[src/rtl/pwm_shadow_ctrl.sv]
module pwm_shadow_ctrl #(
  parameter int BU_INT_W  = 8,
  parameter int BU_FRAC_W = 14,
  parameter int DIV_W     = 8
) (
  input  logic                               clk,
  input  logic                               rst_n,
  input  logic                               wr_en,
  input  logic [2+BU_INT_W+BU_FRAC_W+DIV_W-1:0] wr_data,
  output logic [2+BU_INT_W+BU_FRAC_W+DIV_W-1:0] rd_data,
  output logic                               pwm_o
);
  localparam int BU_W  = BU_INT_W + BU_FRAC_W;
  localparam int REG_W = 2 + BU_W + DIV_W;
  localparam logic [BU_W-1:0] BU_MAX = {1'b0, {(BU_W-1){1'b1}}};

  logic             en_q, run_q, pend_q, frozen_q;
  logic [BU_W-1:0]  acc_q, bu_lv, bu_sh;
  logic [DIV_W-1:0] div_lv, div_sh;

  logic             wr_en_bit, wr_upd;
  logic [BU_W-1:0]  wr_bu_raw, wr_bu;
  logic [DIV_W-1:0] wr_div;
  assign wr_en_bit = wr_data[REG_W-1];
  assign wr_upd    = wr_data[REG_W-2];
  assign wr_bu_raw = wr_data[DIV_W +: BU_W];
  assign wr_div    = wr_data[DIV_W-1:0];
  assign wr_bu     = wr_bu_raw[BU_W-1] ? BU_MAX : wr_bu_raw;

  logic [BU_W:0] sum;
  assign sum = {1'b0, acc_q} + {1'b0, bu_lv};

  logic boundary, consume, clash, changed, wr_ok;
  logic [BU_W-1:0]  bu_nx;
  logic [DIV_W-1:0] div_nx;
  assign boundary = en_q & (~run_q | sum[BU_W]);
  assign consume  = boundary & pend_q & ~frozen_q;
  assign bu_nx    = consume ? bu_sh  : bu_lv;
  assign div_nx   = consume ? div_sh : div_lv;
  assign clash    = wr_en & pend_q & ~consume & ~frozen_q &
                    ((wr_bu != bu_sh) | (wr_div != div_sh));
  assign changed  = (wr_bu != bu_nx) | (wr_div != div_nx);
  assign wr_ok    = wr_en & ~frozen_q & ~clash;

  always_ff @(posedge clk) begin
    if (!rst_n) begin
      en_q     <= 1'b0;
      run_q    <= 1'b0;
      pend_q   <= 1'b0;
      frozen_q <= 1'b0;
      acc_q    <= '0;
      bu_lv    <= '0;
      bu_sh    <= '0;
      div_lv   <= '0;
      div_sh   <= '0;
    end else begin
      frozen_q <= frozen_q | clash;
      run_q    <= en_q;
      if (!en_q || !run_q) acc_q <= '0;
      else                 acc_q <= sum[BU_W-1:0];
      bu_lv  <= bu_nx;
      div_lv <= div_nx;
      if (wr_en) begin
        bu_sh  <= wr_bu;
        div_sh <= wr_div;
      end
      if (wr_ok) en_q <= wr_en_bit;
      if (wr_ok && wr_upd && changed) pend_q <= 1'b1;
      else if (consume)               pend_q <= 1'b0;
    end
  end

  assign rd_data = {en_q, pend_q, bu_sh, div_sh};
  assign pwm_o   = en_q & run_q & (acc_q[BU_W-1 -: DIV_W] > div_lv);
endmodule

[config.mk]
export PLATFORM = sky130hd
export DESIGN_NAME = pwm_shadow_ctrl
export DESIGN_NICKNAME = d
export VERILOG_FILES = /design/src/rtl/pwm_shadow_ctrl.sv
export SDC_FILE = /design/constraint.sdc
export NUM_CORES = 1
export LEC_CHECK = 0
export BUFFER_PORTS_ARGS = -buffer_cell sky130_fd_sc_hd__buf_4
export CAP_MARGIN = 20
export CORE_MARGIN = 10
export CORE_UTILIZATION = 30
export DETAILED_ROUTE_END_ITERATION = 6
export PLACE_DENSITY_LB_ADDON = 0.1
export SLEW_MARGIN = 20
export SYNTH_ARGS = -nofsm -noshare
export SYNTH_HDL_FRONTEND = slang
export SYNTH_SLANG_ARGS = --single-unit
[constraint.sdc]
create_clock -name clk -period 3.5 [get_ports clk]
set_input_delay 0.175 -clock clk [delete_from_list [all_inputs] [get_ports clk]]
set_output_delay 0.175 -clock clk [all_outputs]
set_load 0.03 [all_outputs]
==> results of run 1 <==
cell families after synthesis:
family,count (synthesis)
simple gates,200
xor+xnor,48
fa+ha+maj,31
compound gates,136
buf+inv,56
flops,85
other cells,1
mux,39
final cells by class:
type,instances,share of cell area (%)
Inverter,31,1.83
Multi-Input combinational cell,455,51.8
Tap cell,225,4.44
Clock buffer,14,4.16
Timing Repair Buffer,81,10.4
Sequential cell,85,26.8
Clock inverter,1,0.473
critical path, delay by kind of cell, from the launching register on:
kind	cells	cell delay, ns
buf+inv	4	0.47
fa+ha+maj	2	0.50
simple gates	4	0.74
mux	1	0.10
flops	1	0.34
compound gates	5	0.91
cells in the final DEF, fill, tap and decap left out, drive strengths merged, types with 3 or more instances in the layout:
cell / count
nor4: 5
a31oi: 4
o211a: 22
dfxtp: 85
nor2: 49
mux2: 4
o21a: 4
nor2b: 41
nand2b: 4
nand4: 10
buf: 80
xor2: 25
nand2: 42
a21o: 10
mux2i: 35
nand3: 13
and2: 3
a211oi: 7
o22ai: 15
o21ai: 14
a21oi: 39
inv: 31
nor3: 13
xnor2: 23
o21bai: 4
clkbuf: 15
nor3b: 8
ha: 30
path summary, 6_finish.rpt:
path | endpoint | cells past startpoint
max | pend_q | 16
min | en_q | 3
max reg2reg | pend_q | 16
min reg2reg | bu_lv[21] | 2
routing by layer:
layer / wire (um) / up-vias / GRT usage, %
li1: - / 2254 / -
met1: 7430 / 2142 / 18.6
met2: 7510 / 82 / 22.1
met3: 585 / 14 / 2.61
met4: 266 / 0 / 5.05
met5: 0 / - / 0
registers in the layout, indices dropped and copies added, names as in the netlist, 8 cells and up:
register / count
bu_sh: 21
div_lv: 8
div_sh: 8
bu_lv: 22
acc_q: 22
per-stage QoR:
stage	power [W]	worst slack [ns]	std cells	utilization, %	instance area [sq um]
after global placement	0.00140	0.262	868	34.4	5890
after CTS	0.00240	0.130	883	36.1	6190
final	0.00238	0.292	892	37.1	6340
after detailed placement	0.00141	0.155	868	34.4	5890
after global routing	0.00247	0.0272	892	37.1	6340
after floorplan	0.00126	0.520	596	-	5180
power by group:
part	internal (W)	total (W)	leakage (nW)	switching [W]
registers	0.000997	0.00105	0.694	0.0000540
clock network	0.000590	0.000986	0.143	0.000396
logic	0.000147	0.000339	1.81	0.000192
total	0.00173	0.00238	2.65	0.000642
what timing repair did:
item,4_1_cts,5_1_grt
setup buffers,0,8
resized for setup,0,14
endpoints found under the hold margin,0,0
setup endpoints to repair,0,1
==> flow_summary.yaml, run 1 <==
timing:
  setup_viol_count_final: 0
  relSlewSlack_pct: 57.1
  hold_viol: 0
  period_share_pct: 91.7
  max_freq_mhz: 312
  drv_slew: 0
  worst_slew_pin_slew_ns: 0.638
  fin_setup_tns_ns: 0
  holdWs_ns: 0.125
  final.min_clock_period_ns: 3.21
  fin_skew_ns: 0.0110
  rsz0062_at_grt: "no"
synth:
  synthDistinctLibCells: 61
  syn_avg_cell_area_sq_um: 8.70
  yosys_warnings: 0
  synth_compound_area_share_pct: 19.0
  synth.top_cell.area_share_pct: 32.8
  ys_seq_area_share_pct: 32.8
  async_flop_share_pct: 0
  muxShareOfSynthArea_pct: 7.77
  synth_xor_area_share_pct: 8.11
  synth_cells: 596
  synth_edf_count: 0
  synth_nets: 662
  synth_area_leader_cell: "dfxtp_1"
  yosys-top-cells-count: "85 x dfxtp_1, 48 x nor2_1, 42 x nand2_1, 41 x nor2b_1, 39 x a21oi_1"
  synthAdderAreaFrac_pct: 7.63
  ys_ff_latch: 85
  synth_top_family_by_area: "simple AND/OR/NAND/NOR gates"
  synth.top_cells.by_area: "dfxtp_1 33%, ha_1 7.2%, mux2i_1 6.6%"
  yosysMostFrequentCell: "dfxtp_1"
  synth-simple-area-share_pct: 19.9
  syn_area_sq_um: 5180
  synth_ff_type: "dfxtp_1"
run_status:
  run_status: "finished clean"
global_routing:
  grt_remaining_overflow: 0
  grt_max_degree: 65
  grt_pass1_vias: 4386
  grt.total_usage_pct: 14.0
  grt_pass1_wl_um: 24700
  grt_antenna_before_repair: 0
worst_setup_path:
  slowest_stage: "dfxtp_2"
  reg2reg_slack_ns: 0.29
  cp-end-kind: "register"
  path_cells: "ha_1, inv_1, fa_2, nor2b_2, o31ai_2, a211oi_2, nor2_4, a31oi_4, buf_12, buf_6, buf_4, mux2i_1, a21oi_1, nand4_1, nor4_4, a31oi_1"
  crit_required_ns: 3.72
  path_class: "register to register"
  cpPeakStageDelay_ns: 0.34
  arrival_ns: 3.43
  start_kind: "register"
  startpoint: "bu_lv[0]"
  timing.rr.start: "bu_lv[0]"
  path_max_fanout: 7
routing:
  drcViolationCount: 0
  wire_per_inst_um: 17.7
  dr.pass1.iters: 4
  routed_wl_um: 15800
  drt_iter0_markers: 286
  ant_nets: 0
  num_vias: 4492
  via_per_inst: 5.04
placed_design:
  portBuffers: 66
  gp_congestion: 0.792
  place_hpwl_um: 12000
floorplanning:
  die_w_um: 151
  io_pins: 68
  coreArea_sq_um: 17100
  die_h_um: 151
  die_area_sq_um: 22900
  start_util_pct: 30.3
  fp-row-count: 48
power:
  power_density_nw_per_um2: 375
  ir_worst_vdd_v: 0.000211
  p_leak_nw: 2.65
cells_and_area:
  final_layout_size_suffix_gt1_share_pct: 17.4
  n_antenna_cell: 0
  seq_area_sq_um: 1700
  area_delta_synth_final_pct: 22.3
  n_fill_cell: 1769
  multiInputGateArea_sq_um: 3290
  fin_nets: 729
clock_network:
  cts.sinks: 85
  path_clk_slew_ns: 0.06
  clk_path_buf_depth: 2
  clk-insertion-delay-late_ns: 0.35
  hold_buffers: 0
  cts_tree: "built"
  cts-root-buf: "clkbuf_16"
  cts_buffers: 9
  htree_num_levels: 3
hold_path:
  hold_class: "input pin to register"
  hp-start: "wr_data[31]"
run:
  drv_cap: 0
No activity file was read; power rests on OpenSTA's default activity.
==> run 2, diff against run 1 <==
--- a/config.mk
+++ b/config.mk
@@ -11,6 +11,7 @@
 export CORE_UTILIZATION = 30
 export DETAILED_ROUTE_END_ITERATION = 6
 export PLACE_DENSITY_LB_ADDON = 0.1
+export REMOVE_ABC_BUFFERS = 1
 export SLEW_MARGIN = 20
 export SYNTH_ARGS = -nofsm -noshare
 export SYNTH_HDL_FRONTEND = slang
==> run 2 against run 1 <==
Non-clock buffer count decreased by 5. Wire length rose by 1.7%. Combinational power hardly changed. Register-to-register slack got worse by 0.06 ns. Largest power group unchanged. Critical endpoint unchanged. Die area unchanged. Sequential share of layout area up 0.25 points. Total power shrank 0.49%. Flip-flop and latch count unchanged. Global-route usage increased by 0.27 points.
==> flow_summary.yaml, run 2 (synthesis results as in run 1) <==
run_status:
  run_status: "finished clean"
clock_network:
  cts.sinks: 85
  path_clk_slew_ns: 0.06
  htree_num_levels: 3
  cts_buffers: 9
  clk-insertion-delay-late_ns: 0.34
  cts-root-buf: "clkbuf_16"
  clk_path_buf_depth: 2
  cts_tree: "built"
cells_and_area:
  layout_commonest_cell: "dfxtp_1"
  stdcell_area_sq_um: 6280
  fin_nets: 724
  final_layout_size_suffix_gt1_share_pct: 16.6
  seq_area_sq_um: 1700
  n_antenna_cell: 0
  area_delta_synth_final_pct: 21.2
  finalCoreUtilization_pct: 36.7
  reg_top3: "acc_q x22, bu_lv x22, bu_sh x21"
  multiInputGateArea_sq_um: 3280
  most-common-layout-cells: "84 x dfxtp_1, 71 x buf_4, 48 x nor2_1, 42 x nand2_1, 40 x nor2b_1"
  finalNonFillerCells: 887
  n_fill_cell: 1798
routing:
  ant_nets: 0
  via_per_inst: 5.02
  num_vias: 4456
  dr.pass1.iters: 4
  drcViolationCount: 0
  wire_per_inst_um: 18.1
  routed_wl_um: 16100
  drt_iter0_markers: 230
timing:
  fin_skew_ns: 0.00818
  setup_viol_count_final: 0
  worst_slew_pin_slew_ns: 0.638
  hold_viol: 0
  drv_slew: 0
  max_freq_mhz: 306
  final.min_clock_period_ns: 3.27
  relSlewSlack_pct: 57.4
  period_share_pct: 93.3
  rsz0062_at_grt: "no"
  fin_setup_tns_ns: 0
worst_setup_path:
  path_max_fanout: 5
  cp-end-kind: "register"
  path_class: "register to register"
  arrival_ns: 3.49
  crit_required_ns: 3.72
  start_kind: "register"
floorplanning:
  coreArea_sq_um: 17100
  fp-row-count: 48
  die_w_um: 151
  die_h_um: 151
  io_pins: 68
  die_area_sq_um: 22900
  start_util_pct: 30.3
hold_path:
  hold_class: "input pin to register"
power:
  ir_worst_vdd_v: 0.000219
  power_w: 0.00236
  p_leak_nw: 2.62
  comb_power_share_pct: 14.3
  switchingPower_w: 0.000632
  p_clk_share_pct: 41.3
  p_int_w: 0.00173
  power_density_nw_per_um2: 376
  seqPwrFrac_pct: 44.4
  p_sw_share_pct: 26.7
placed_design:
  gp_congestion: 0.809
  dp_cells: 868
  portBuffers: 66
  placed_area_sq_um: 5880
  place_hpwl_um: 12200
global_routing:
  grt.total_usage_pct: 14.3
  grt_pass1_wl_um: 24900
  grt_max_degree: 64
  grt_remaining_overflow: 0
  grt_pass1_vias: 4320
  grt_antenna_before_repair: 0
run:
  drv_cap: 0
-- run 2: metrics by stage --
step                      hold slack (ns)  worst slack [ns]
after floorplan                     0.291           -0.0427
after global placement              0.470             0.237
after detailed placement            0.476             0.186
after CTS                           0.111             0.145
after global routing                0.142            0.0265
final                               0.124             0.233
-- run 2: final cells by class --
cell class	instances	area share [%]
clock inverter	1	0.478
timing repair buffer	76	9.66
tap	225	4.48
sequential	85	27.1
inverter	31	1.85
clock buffer	14	4.20
multi-input combinational	455	52.2
-- run 2: worst max-delay path, stage by stage, from the launching register on --
cell and delay, ns:
dfxtp_2 0.34, ha_1 0.16, inv_1 0.05, fa_1 0.39, nor2b_2 0.15, o31ai_1 0.12
a211oi_2 0.31, nor2_4 0.10, a31oi_4 0.24, buf_6 0.15, mux2_2 0.35, a221o_1 0.33
nor4_4 0.33, a31oi_1 0.12
-- run 2: power groups by stage --
stage | combinational, W | sequential, W | clock [W]
after CTS | 0.000338 | 0.00105 | 0.00101
after global placement | 0.000335 | 0.00107 | 0
after floorplan | 0.000134 | 0.00110 | 0
after detailed placement | 0.000337 | 0.00107 | 0
final | 0.000338 | 0.00105 | 0.000975
after global routing | 0.000369 | 0.00106 | 0.00104
-- run 2: worst paths after layout --
check                  start   endpoint  slack (ns)  depth (start not counted)
setup / recovery    bu_lv[0]     pend_q        0.23                         13
hold / removal    wr_data[5]  div_sh[5]        0.12                          3
setup reg to reg    bu_lv[0]     pend_q        0.23                         13
hold reg to reg    bu_lv[21]  bu_lv[21]        0.49                          2
-- run 2: per-layer routing --
layer / share of wire, % / wire [um] / up-vias / track usage, %
li1: - / - / 2239 / -
met1: 48 / 7700 / 2116 / 19.4
met2: 46 / 7330 / 87 / 22.2
met3: 5.1 / 811 / 14 / 2.47
met4: 1.3 / 212 / 0 / 4.81
met5: 0 / 0 / - / 0
-- run 2: repair_timing --
item                                   in CTS  in global routing
setup buffers                               0                  4
endpoints found under the hold margin       0                  0
hold buffers                                0                  0
setup endpoints to repair                   0                  1
resized for setup                           0                 17
